==> config.mk <==
export PLATFORM = sky130hd
export DESIGN_NAME = instr_cycle_seq
export DESIGN_NICKNAME = d
export VERILOG_FILES = /design/src/rtl/instr_cycle_seq.sv
export SDC_FILE = /design/constraint.sdc
export NUM_CORES = 1
export LEC_CHECK = 0
export ABC_AREA = 1
export BUFFER_PORTS_ARGS = -buffer_cell sky130_fd_sc_hd__buf_2
export CORE_MARGIN = 2
export CORE_UTILIZATION = 44
export DETAILED_ROUTE_END_ITERATION = 8
export PLACE_DENSITY = 0.75
export SYNTH_ARGS = -nofsm -noshare
export SYNTH_HDL_FRONTEND = slang
export SYNTH_SLANG_ARGS = --single-unit
==> constraint.sdc <==
create_clock -name clk -period 1.6 [get_ports clk]
set_input_delay 0.16 -clock clk [delete_from_list [all_inputs] [get_ports clk]]
set_output_delay 0.16 -clock clk [all_outputs]
set_load 0.1 [all_outputs]
==> src/rtl/instr_cycle_seq.sv <==
module instr_cycle_seq #(
  parameter int ADDR_W = 12,
  parameter int WORD_W = 16
) (
  input  logic              clk,
  input  logic              rst_n,
  input  logic [WORD_W-1:0] fetch_word,
  input  logic              dec_two_word,
  input  logic              dec_cond,
  input  logic              dec_cond_true,
  input  logic              dec_writes_pc,
  input  logic [ADDR_W-1:0] dec_target,
  output logic [3:0]        phase_strobe,
  output logic              fetch_req,
  output logic [ADDR_W-1:0] pc,
  output logic [WORD_W-1:0] exec_word,
  output logic              exec_valid,
  output logic              exec_nop
);
  localparam int MARK_W = 4;

  typedef enum logic [1:0] {S_REAL, S_OPER, S_FLUSH, S_ORPH} slot_e;

  logic [1:0]        ph_q;
  slot_e             slot_q, slot_d;
  logic [ADDR_W-1:0] pc_q, pc_d;
  logic [WORD_W-1:0] word_q;

  wire cyc_end   = (ph_q == 2'd3);
  wire real_slot = (slot_q == S_REAL);
  wire orphan_in = &fetch_word[WORD_W-1 -: MARK_W];
  wire take_jump = real_slot & dec_writes_pc & (dec_two_word | ~dec_cond | dec_cond_true);
  wire take_skip = real_slot & ~dec_two_word & dec_cond & dec_cond_true & ~dec_writes_pc;

  always_comb begin
    if (real_slot && dec_two_word)  slot_d = S_OPER;
    else if (take_jump || take_skip) slot_d = S_FLUSH;
    else if (orphan_in)             slot_d = S_ORPH;
    else                            slot_d = S_REAL;
  end

  assign pc_d = take_jump ? dec_target : pc_q + 1'b1;

  always_ff @(posedge clk) begin
    if (!rst_n) begin
      ph_q   <= 2'd0;
      pc_q   <= '0;
      word_q <= '0;
      slot_q <= S_FLUSH;
    end else begin
      ph_q <= ph_q + 2'd1;
      if (cyc_end) begin
        pc_q   <= pc_d;
        word_q <= fetch_word;
        slot_q <= slot_d;
      end
    end
  end

  assign phase_strobe = 4'b0001 << ph_q;
  assign fetch_req    = (ph_q == 2'd0);
  assign pc           = pc_q;
  assign exec_word    = word_q;
  assign exec_valid   = real_slot;
  assign exec_nop     = (slot_q == S_FLUSH) || (slot_q == S_ORPH);
endmodule

; Word-level counts from Yosys, hierarchy flattened
; Cells that the tools add are included.
[classes]
add_sub_neg = 2
mul = 0
div_mod_pow = 0
order_cmp = 0
n_eq_ne = 3
shift = 1
n_mux = 4
bitwise_logic = 11
reduce_logical = 6
[ops]
columns = cell, count
row1 = $add A12 B1 Y12 const B, 1
row2 = $mux W12, 1
row3 = $and A1 B1 Y1, 6
row4 = $eq A2 B2 Y1 const B, 3
row5 = $mux W2, 3
row6 = $logic_not A2 Y1, 2
row7 = $reduce_and A4 Y1, 1
row8 = $shl A1 B2 Y4 const A, 1
row9 = $not A1 Y1, 3
row10 = $add A2 B1 Y2 const B, 1
row11 = $logic_or A1 B1 Y1, 2
row12 = $or A1 B1 Y1, 2
row13 = $logic_and A1 B1 Y1, 1
[totals]
ff_bits = 32
latchBits = 0
ram_bits = 0
mem_bits_ro = 0
out_inout_bits = 35
memories = 0

; Logic depth before layout (Yosys ltp)
; Gate-level depths: netlist of run 1.
[logic_depth]
ltp_word = 8
mapped_depth = 9
mapped_depth_nobuf = 9

; Worst setup path before layout of run 1
; Ideal clock, no wire load.
[synth_timing]
path_type = reg2reg
start = register pc_q[1], in the netlist pc[1]
end = register pc_q[4], in the netlist pc[4]
setup_ns = 0.071
arrival_ns = 2.011
required_ns = 1.529
slack_ns = -0.482
stages_incl_launch_ff = 9
n_path_buf = 0
period_less_slack_ns = 2.082
path_cell_list = dfxtp_1 ha_1 nand2_1 inv_1 nand2_1 xor2_1 nand2_1 nand3_1 a21oi_1
[synth_between]
elab_chain_len = 2
[synth_lines]
columns = item, line_no
row1 = start: declaration, 26  ; logic [ADDR_W-1:0] pc_q, pc_d;
row2 = start signal: assignment, 53  ; pc_q <= pc_d;
row3 = $add A12 B1 Y12, 42  ; assign pc_d = take_jump ? dec_target : pc_q + 1'b1;
row4 = $mux W12, 42
; No other way between the ends.
; A chain may end at the register's enable or synchronous reset.

; Worst setup path after layout of run 1
[layout_timing]
start = register ph_q[0]
end = output phase_strobe[3]
[layout_between]
elab_chain_len = 1
[layout_lines]
columns = item, line_no
row1 = start: declaration, 24  ; logic [1:0] ph_q;
row2 = start signal: assignment, 51  ; ph_q <= ph_q + 2'd1;
row3 = $shl A1 B2 Y4, 60  ; assign phase_strobe = 4'b0001 << ph_q;
row4 = end: declaration, 13  ; output logic [3:0] phase_strobe,
; No other way between the ends.

==> flow_summary.json, run 1 <==
{
  "status": "completed",
  "drive_gt1_share_pct": 35.6,
  "coreArea_sq_um": 3610,
  "grt_pass1_vias": 1559,
  "ys_seq_area_share_pct": 39.6,
  "drc": 0,
  "async_flop_share_pct": 0,
  "num_io_pins": 69,
  "drt_iter0_drc": 75,
  "required_ns": 1.44,
  "synth_seq_cells": 32,
  "dpl.cell_count": 335,
  "arrival_ns": 1.37,
  "setup.worst_path.start_class": "register",
  "power_leakage_nw": 1.08,
  "worstMarginPinSlew_ns": 0.499,
  "avgSynthCellArea_sq_um": 7.06,
  "clock-sinks": 32,
  "cts_tree": "built",
  "syn_to_final_growth_pct": 33.0,
  "cts_max_level": 2,
  "dieHeight_um": 64.6,
  "dr.pass1.iters": 4,
  "yosysMostFrequentCell": "nand2_1",
  "hold_viol": 0,
  "antenna_found_initial": 0,
  "finClkSkew_ns": 0.00333,
  "synth_common_cells": "41 x nand2_1, 38 x nor2_1, 32 x dfxtp_1",
  "p_int_mw": 1.48,
  "netlist_top_cells_area": "dfxtp_1 40%, nand2_1 9.5%, nor2_1 8.8%",
  "vdd_drop_max_mv": 0.551,
  "fmax_ghz": 0.654,
  "postRouteAntennaNets": 0,
  "clk_latency_ns": 0.28,
  "nets": 333,
  "syn_inst": 229,
  "start_util_pct": 44.8,
  "placed_cell_area_sq_um": 2010,
  "post_cts_buffers": 0,
  "cts_buffer_depth": 2,
  "yosys.area.top_type": "dfxtp_1",
  "synth_nets": 268,
  "dieWidth_um": 64.6,
  "p_switching_mw": 0.727,
  "p_total_mw": 2.20,
  "min_path_type": "in2reg",
  "p_comb_share_pct": 23.0,
  "synth.distinct_cells": 27,
  "synthFlopType": "dfxtp_1",
  "hpwlAfterDp_mm": 2.75,
  "clock_power_share_pct": 38.4,
  "synth_edf_count": 0,
  "max_slew_margin_pct": 67.0,
  "rows": 22,
  "power_density_nw_per_um2": 1030,
  "drv_slew": 0,
  "dieArea_sq_um": 4180,
  "finish.instance_area_sq_um": 2150,
  "synth_top_area_share_pct": 39.6,
  "rsz0062_at_grt": "false",
  "cts-buffers-inserted": 5,
  "gr-total-overflow": 0,
  "finalCritPeriodShare_pct": 95.6,
  "endpoint_kind": "primary output",
  "drv_cap": 0,
  "fin_tns_setup_ns": 0,
  "root_buffer": "clkbuf_8",
  "wire_per_inst_um": 11.4,
  "crit_type": "reg2out",
  "via_per_inst": 4.85,
  "path_clk_slew_ns": 0.07,
  "grt_max_degree": 26,
  "track_usage_pct": 19.4,
  "synth_area_sq_um": 1620,
  "period_minus_slack_ns": 1.53,
  "place.gp.congestion": 0.777,
  "setup_viol": 0,
  "io_buffers": 68,
  "switching_share_pct": 33.0,
  "wl_mm": 3.92,
  "antennaDiodeCount": 0,
  "seq_power_share_pct": 38.6,
  "grt_first_pass_wirelength_mm": 6.43,
  "yosys_warnings": 0,
  "cp_max_fo": 22,
  "num_vias": 1664,
  "final_cells": 343
}
## final timing paths
| kind | cells past startpoint | end | startpoint | slack [ns] |
|---|---|---|---|---|
| setup / recovery | 3 | phase_strobe[3] | ph_q[0] | 0.07 |
| hold reg to reg | 2 | slot_q[1] | slot_q[1] | 0.48 |
| setup reg to reg | 5 | slot_q[1] | ph_q[0] | 0.19 |
| hold / removal | 3 | exec_word[5] | fetch_word[5] | 0.1 |
## critical path, stage by stage, from the launching register on
cell     delay (ns)
dfxtp_1        0.42
ha_4           0.26
buf_8          0.21
buf_12         0.19
## logic make-up after synthesis
family	synth area share, %
adder cells (fa/ha/maj)	3.87
AND/OR/NAND/NOR	31.3
AO/OA/AOI/OAI	14.9
flip-flops	39.6
buffers and inverters	9.13
XOR/XNOR	1.08
## per-stage QoR
stage | worst slack [ns] | hold slack (ns) | util, %
after global routing | 0.00915 | 0.100 | 59.6
after global placement | 0.193 | 0.387 | 55.8
final | 0.0703 | 0.0978 | 59.6
after detailed placement | 0.160 | 0.390 | 55.8
after floorplan | 0.0495 | 0.295 | -
after CTS | 0.0442 | 0.0982 | 59.4
## layout by cell type (no fill, tap or decap), drive strengths merged
master  instances
bufinv          1
clkbuf          7
o21ai          28
xor2            2
nand3b          5
buf            70
or2             4
nand3          14
nand2          44
o211ai          2
nand4           3
dfxtp          32
nor2           42
o31ai           1
a21oi          13
inv            21
a31oi           1
ha              5
## sequential cells by signal, summed over array words and instances, names as in the netlist
register and count:
exec_word 16, pc 12, ph_q 2, slot_q 2
## area by class of cell
class / instances / area, sq um
Tap cell: 48 / 60.1
Clock inverter: 1 / 30.0
Inverter: 21 / 78.8
Fill cell: 373 / 1460
Timing Repair Buffer: 70 / 378
Sequential cell: 32 / 659
Clock buffer: 7 / 96.3
Multi-Input combinational cell: 164 / 848
## power groups by stage
stage | Clock, mW | Combinational, mW | Sequential, mW
4_1_cts | 0.853 | 0.508 | 0.851
6_report | 0.847 | 0.507 | 0.851
3_3_place_gp | 0 | 0.503 | 0.868
3_5_place_dp | 0 | 0.506 | 0.869
5_1_grt | 0.901 | 0.534 | 0.855
2_1_floorplan | 0 | 0.222 | 1.06
## layer usage
layer  vias to the layer above  GRT usage (%)  wire length (um)
met2                        48           33.1              1850
met5                         -              0                 0
met3                         4           7.12               292
li1                        865              -                 -
met4                         0           5.85                29
met1                       747           22.8              1750
## timing repair
| item | 4_1_cts | 5_1_grt |
|---|---|---|
| hold buffers | 0 | 0 |
| resized for setup | 1 | 2 |
| gates cloned | 0 | 0 |
| setup endpoints to repair | 1 | 3 |
Power figures use the tool's default switching activity.
==> run 2: changes to the inputs <==
Settings changed: CORE_ASPECT_RATIO set to 1.5.
Clock period 1.6 ns to 1.9 ns, I/O delays scaled along.
==> run 2 against run 1 <==
  * Critical path depth unchanged
  * Count of clock-buffer cells in the layout unchanged
  * Cell count down 1.2%
  * Clock power down 16%
==> flow_summary.json, run 2 (synthesized netlist as in run 1, its figures left out) <==
{
  "status": "completed",
  "rsz0062_at_grt": "false",
  "cts_max_level": 2,
  "num_io_pins": 69,
  "num_vias": 1715,
  "clock-sinks": 32,
  "period_minus_slack_ns": 1.65,
  "grt_pass1_vias": 1568,
  "setup.worst_path.start_class": "register",
  "finalCritPeriodShare_pct": 87.0,
  "cts-buffers-inserted": 5,
  "gr-total-overflow": 0,
  "wl_mm": 3.99,
  "fin_tns_setup_ns": 0,
  "rows": 27,
  "postLayoutCoreUtil_pct": 58.9,
  "finClkSkew_ns": 0.00210,
  "grt_first_pass_wirelength_mm": 6.38,
  "via_per_inst": 5.06,
  "endpoint_kind": "primary output",
  "io_buffers": 68,
  "required_ns": 1.71,
  "post_cts_buffers": 0,
  "drive_gt1_share_pct": 32.4,
  "grt_max_degree": 25,
  "antenna_found_initial": 0,
  "fmax_ghz": 0.605,
  "ctsHoldBuffers": 0,
  "root_buffer": "clkbuf_8",
  "setup_viol": 0,
  "hold_viol": 0,
  "cp_max_fo": 15,
  "hpwlAfterDp_mm": 2.98,
  "preCtsSetupSlack_ns": 0.415,
  "cts_buffer_depth": 2,
  "clk_latency_ns": 0.28,
  "coreArea_sq_um": 3580,
  "dieHeight_um": 78.2,
  "drv_cap": 0,
  "timing.final.ws_setup_ns": 0.247,
  "drt_iter0_drc": 38,
  "start_util_pct": 45.1,
  "crit_type": "reg2out",
  "largest_reg_flops": 16,
  "power_density_nw_per_um2": 879,
  "dieArea_sq_um": 4180,
  "max_slew_margin_pct": 67.2,
  "dieWidth_um": 53.5,
  "wire_per_inst_um": 11.8,
  "worstMarginPinSlew_ns": 0.496,
  "syn_to_final_growth_pct": 30.6,
  "track_usage_pct": 20.3,
  "place.gp.congestion": 0.806,
  "postRouteAntennaNets": 0,
  "vdd_drop_max_mv": 0.601,
  "mostFrequentLayoutCells": "67 x buf_2, 41 x nand2_1, 38 x nor2_1",
  "drv_slew": 0,
  "whs_ns": 0.124,
  "path_clk_slew_ns": 0.07,
  "min_path_type": "in2reg",
  "power_leakage_nw": 1.08,
  "nets": 334,
  "drc": 0,
  "antennaDiodeCount": 0,
  "arrival_ns": 1.46,
  "cts_resized": 0,
  "dr.pass1.iters": 4,
  "p_total_mw": 1.86,
  "mostFrequentLayoutCell": "buf_2",
  "cts_tree": "built"
}
[run 2: routing by layer]
layer | track usage [%] | wire, um
met5 | 0 | 0
met2 | 37.7 | 2140
met1 | 20.0 | 1560
met3 | 6.27 | 235
met4 | 6.92 | 57
[run 2: per-stage QoR]
step,cells,instance area (sq um)
2_1_floorplan,229,1620
3_3_place_gp,331,1980
3_5_place_dp,331,1980
4_1_cts,339,2110
5_1_grt,339,2110
6_report,339,2110
[run 2: final timing paths]
path	endpoint	from	cells after the start	slack, ns
worst max register to register	pc[6]	slot_q[1]	8	0.44
worst max-delay path	phase_strobe[3]	ph_q[0]	3	0.25
worst min-delay path	exec_word[2]	fetch_word[2]	3	0.12
worst min register to register	ph_q[0]	ph_q[0]	1	0.48
[run 2: area by class of cell]
| cell class | instances | area, sq um |
|---|---|---|
| repair buffers | 71 | 378 |
| well taps | 43 | 53.8 |
| multi-input cells | 164 | 831 |
| fillers | 355 | 1470 |
| clock inverters | 1 | 30.0 |
| clock buffers | 7 | 96.3 |
| flip-flops and latches | 32 | 643 |
| inverters | 21 | 78.8 |
[run 2: where the power goes]
group | leakage [nW] | internal (mW) | switching, mW
registers | 0.261 | 0.700 | 0.0174
clock network | 0.0645 | 0.463 | 0.252
logic | 0.750 | 0.0817 | 0.342
[run 2: worst max-delay path, stage by stage (launching register included)]
cell and delay [ns]:
dfxtp_1 0.38, ha_2 0.36, buf_4 0.24, buf_12 0.19
==> run 3: changes to the inputs <==
Settings changed: PLACE_DENSITY 0.75 to 0.73.
==> run 3 against run 2 <==
  * Total power fell by 12%
  * Count of clock-buffer cells in the layout shrank 1
  * Via count decreased by 2.7%
  * Sequential power about the same
  * Clock power down 31%
  * Register-to-register slack better by 0.03 ns
  * Highest routed layer unchanged
==> flow_summary.json, run 3 (synthesized netlist as in run 1, its figures left out) <==
{
  "largest_reg_flops": 16,
  "multi_input_area_sq_um": 831,
  "place.gp.congestion": 0.778,
  "hpwlAfterDp_mm": 3.00,
  "cts_buffer_depth": 2,
  "drv_cap": 0,
  "switching_share_pct": 36.9,
  "mostFrequentLayoutCells": "67 x buf_2, 41 x nand2_1, 38 x nor2_1",
  "dieArea_sq_um": 4180,
  "antenna_found_initial": 0,
  "hold_viol": 0,
  "nets": 333,
  "dieHeight_um": 78.2,
  "syn_to_final_growth_pct": 27.1,
  "cp_top_family": "buffers and inverters",
  "power_density_nw_per_um2": 793,
  "max_slew_margin_pct": 67.1,
  "coreArea_sq_um": 3580,
  "min_path_type": "in2reg",
  "track_usage_pct": 20.6,
  "required_ns": 1.71,
  "cts_tree": "built",
  "drive_gt1_share_pct": 31.6,
  "postLayoutCoreUtil_pct": 57.4,
  "arrival_ns": 1.45,
  "antennaDiodeCount": 0,
  "n_fill_cell": 400,
  "grt_pass1_vias": 1585,
  "dpl.cell_count": 330,
  "fmax_ghz": 0.609,
  "start_util_pct": 45.1,
  "gr-total-overflow": 0,
  "drv_slew": 0,
  "io_buffers": 68,
  "clock_power_share_pct": 30.1,
  "finalCritPeriodShare_pct": 86.4,
  "p_switching_mw": 0.601,
  "p_comb_share_pct": 25.9,
  "vdd_drop_max_mv": 0.609,
  "clk_latency_ns": 0.28,
  "cts-buffers-inserted": 5,
  "finClkSkew_ns": 0.00979,
  "clock-sinks": 32,
  "fin_tns_setup_ns": 0,
  "path_clk_slew_ns": 0.07,
  "drc": 0,
  "period_minus_slack_ns": 1.64,
  "dr.pass1.iters": 4,
  "worstMarginPinSlew_ns": 0.496,
  "rows": 27,
  "cts_resized": 0,
  "endpoint_kind": "primary output",
  "p_total_mw": 1.63,
  "cts_max_level": 2,
  "num_io_pins": 69,
  "setup.worst_path.start_class": "register",
  "finish.instance_area_sq_um": 2050,
  "crit_path_top_delay_cell": "dfxtp_1",
  "postRouteAntennaNets": 0,
  "wire_per_inst_um": 11.9,
  "preCtsSetupSlack_ns": 0.487,
  "grt_first_pass_wirelength_mm": 6.47,
  "num_vias": 1668,
  "status": "completed",
  "cp_max_fo": 30,
  "mostFrequentLayoutCell": "buf_2",
  "final_cells": 337,
  "post_cts_buffers": 0,
  "dieWidth_um": 53.5,
  "p_int_mw": 1.03,
  "power_leakage_nw": 1.05,
  "via_per_inst": 4.95,
  "ff_latch_area_sq_um": 643,
  "wl_mm": 4.00,
  "max_stage_delay_ns": 0.38,
  "timing.final.ws_setup_ns": 0.259,
  "setup_viol": 0,
  "drt_iter0_drc": 20,
  "seq_power_share_pct": 44.0,
  "placed_cell_area_sq_um": 1980,
  "cp_cell_sequence": "ha_2 > buf_4 > buf_12",
  "whs_ns": 0.131,
  "rsz0062_at_grt": "false",
  "crit_type": "reg2out",
  "root_buffer": "clkbuf_8",
  "crit_buf_inv": 2,
  "ctsHoldBuffers": 0,
  "grt_max_degree": 31
}
[run 3: worst paths after layout]
kind,cells after the start,slack (ns),end,from
max,3,0.26,phase_strobe[3],ph_q[0]
min reg2reg,1,0.48,ph_q[0],ph_q[0]
max reg2reg,8,0.47,pc[6],slot_q[0]
min,3,0.13,exec_word[2],fetch_word[2]
[run 3: worst reg2reg max path, delay by kind of cell, from the launching register on]
kind	cells	cell delay [ns]
simple gates	4	0.51
compound gates	2	0.31
buf+inv	2	0.22
flops	1	0.33
[run 3: metal layers]
metal  GRT usage (%)  wire length, um
met1            20.7             1540
met2            36.7             2080
met3            6.46              254
met4            9.74              126
met5               0                0
[run 3: cell type report]
class / instances / share of cell area (%)
multi-input combinational: 164 / 40.4
clock inverter: 1 / 0.244
timing repair buffer: 70 / 18.0
clock buffer: 6 / 3.53
inverter: 21 / 3.84
sequential: 32 / 31.3
tap: 43 / 2.62
[run 3: power groups by stage]
stage | clock [mW] | sequential [mW] | combinational (mW)
finish | 0.490 | 0.717 | 0.422
global route | 0.527 | 0.720 | 0.447
CTS | 0.500 | 0.717 | 0.424
detailed placement | 0 | 0.732 | 0.423
global placement | 0 | 0.731 | 0.422
floorplan | 0 | 0.890 | 0.184
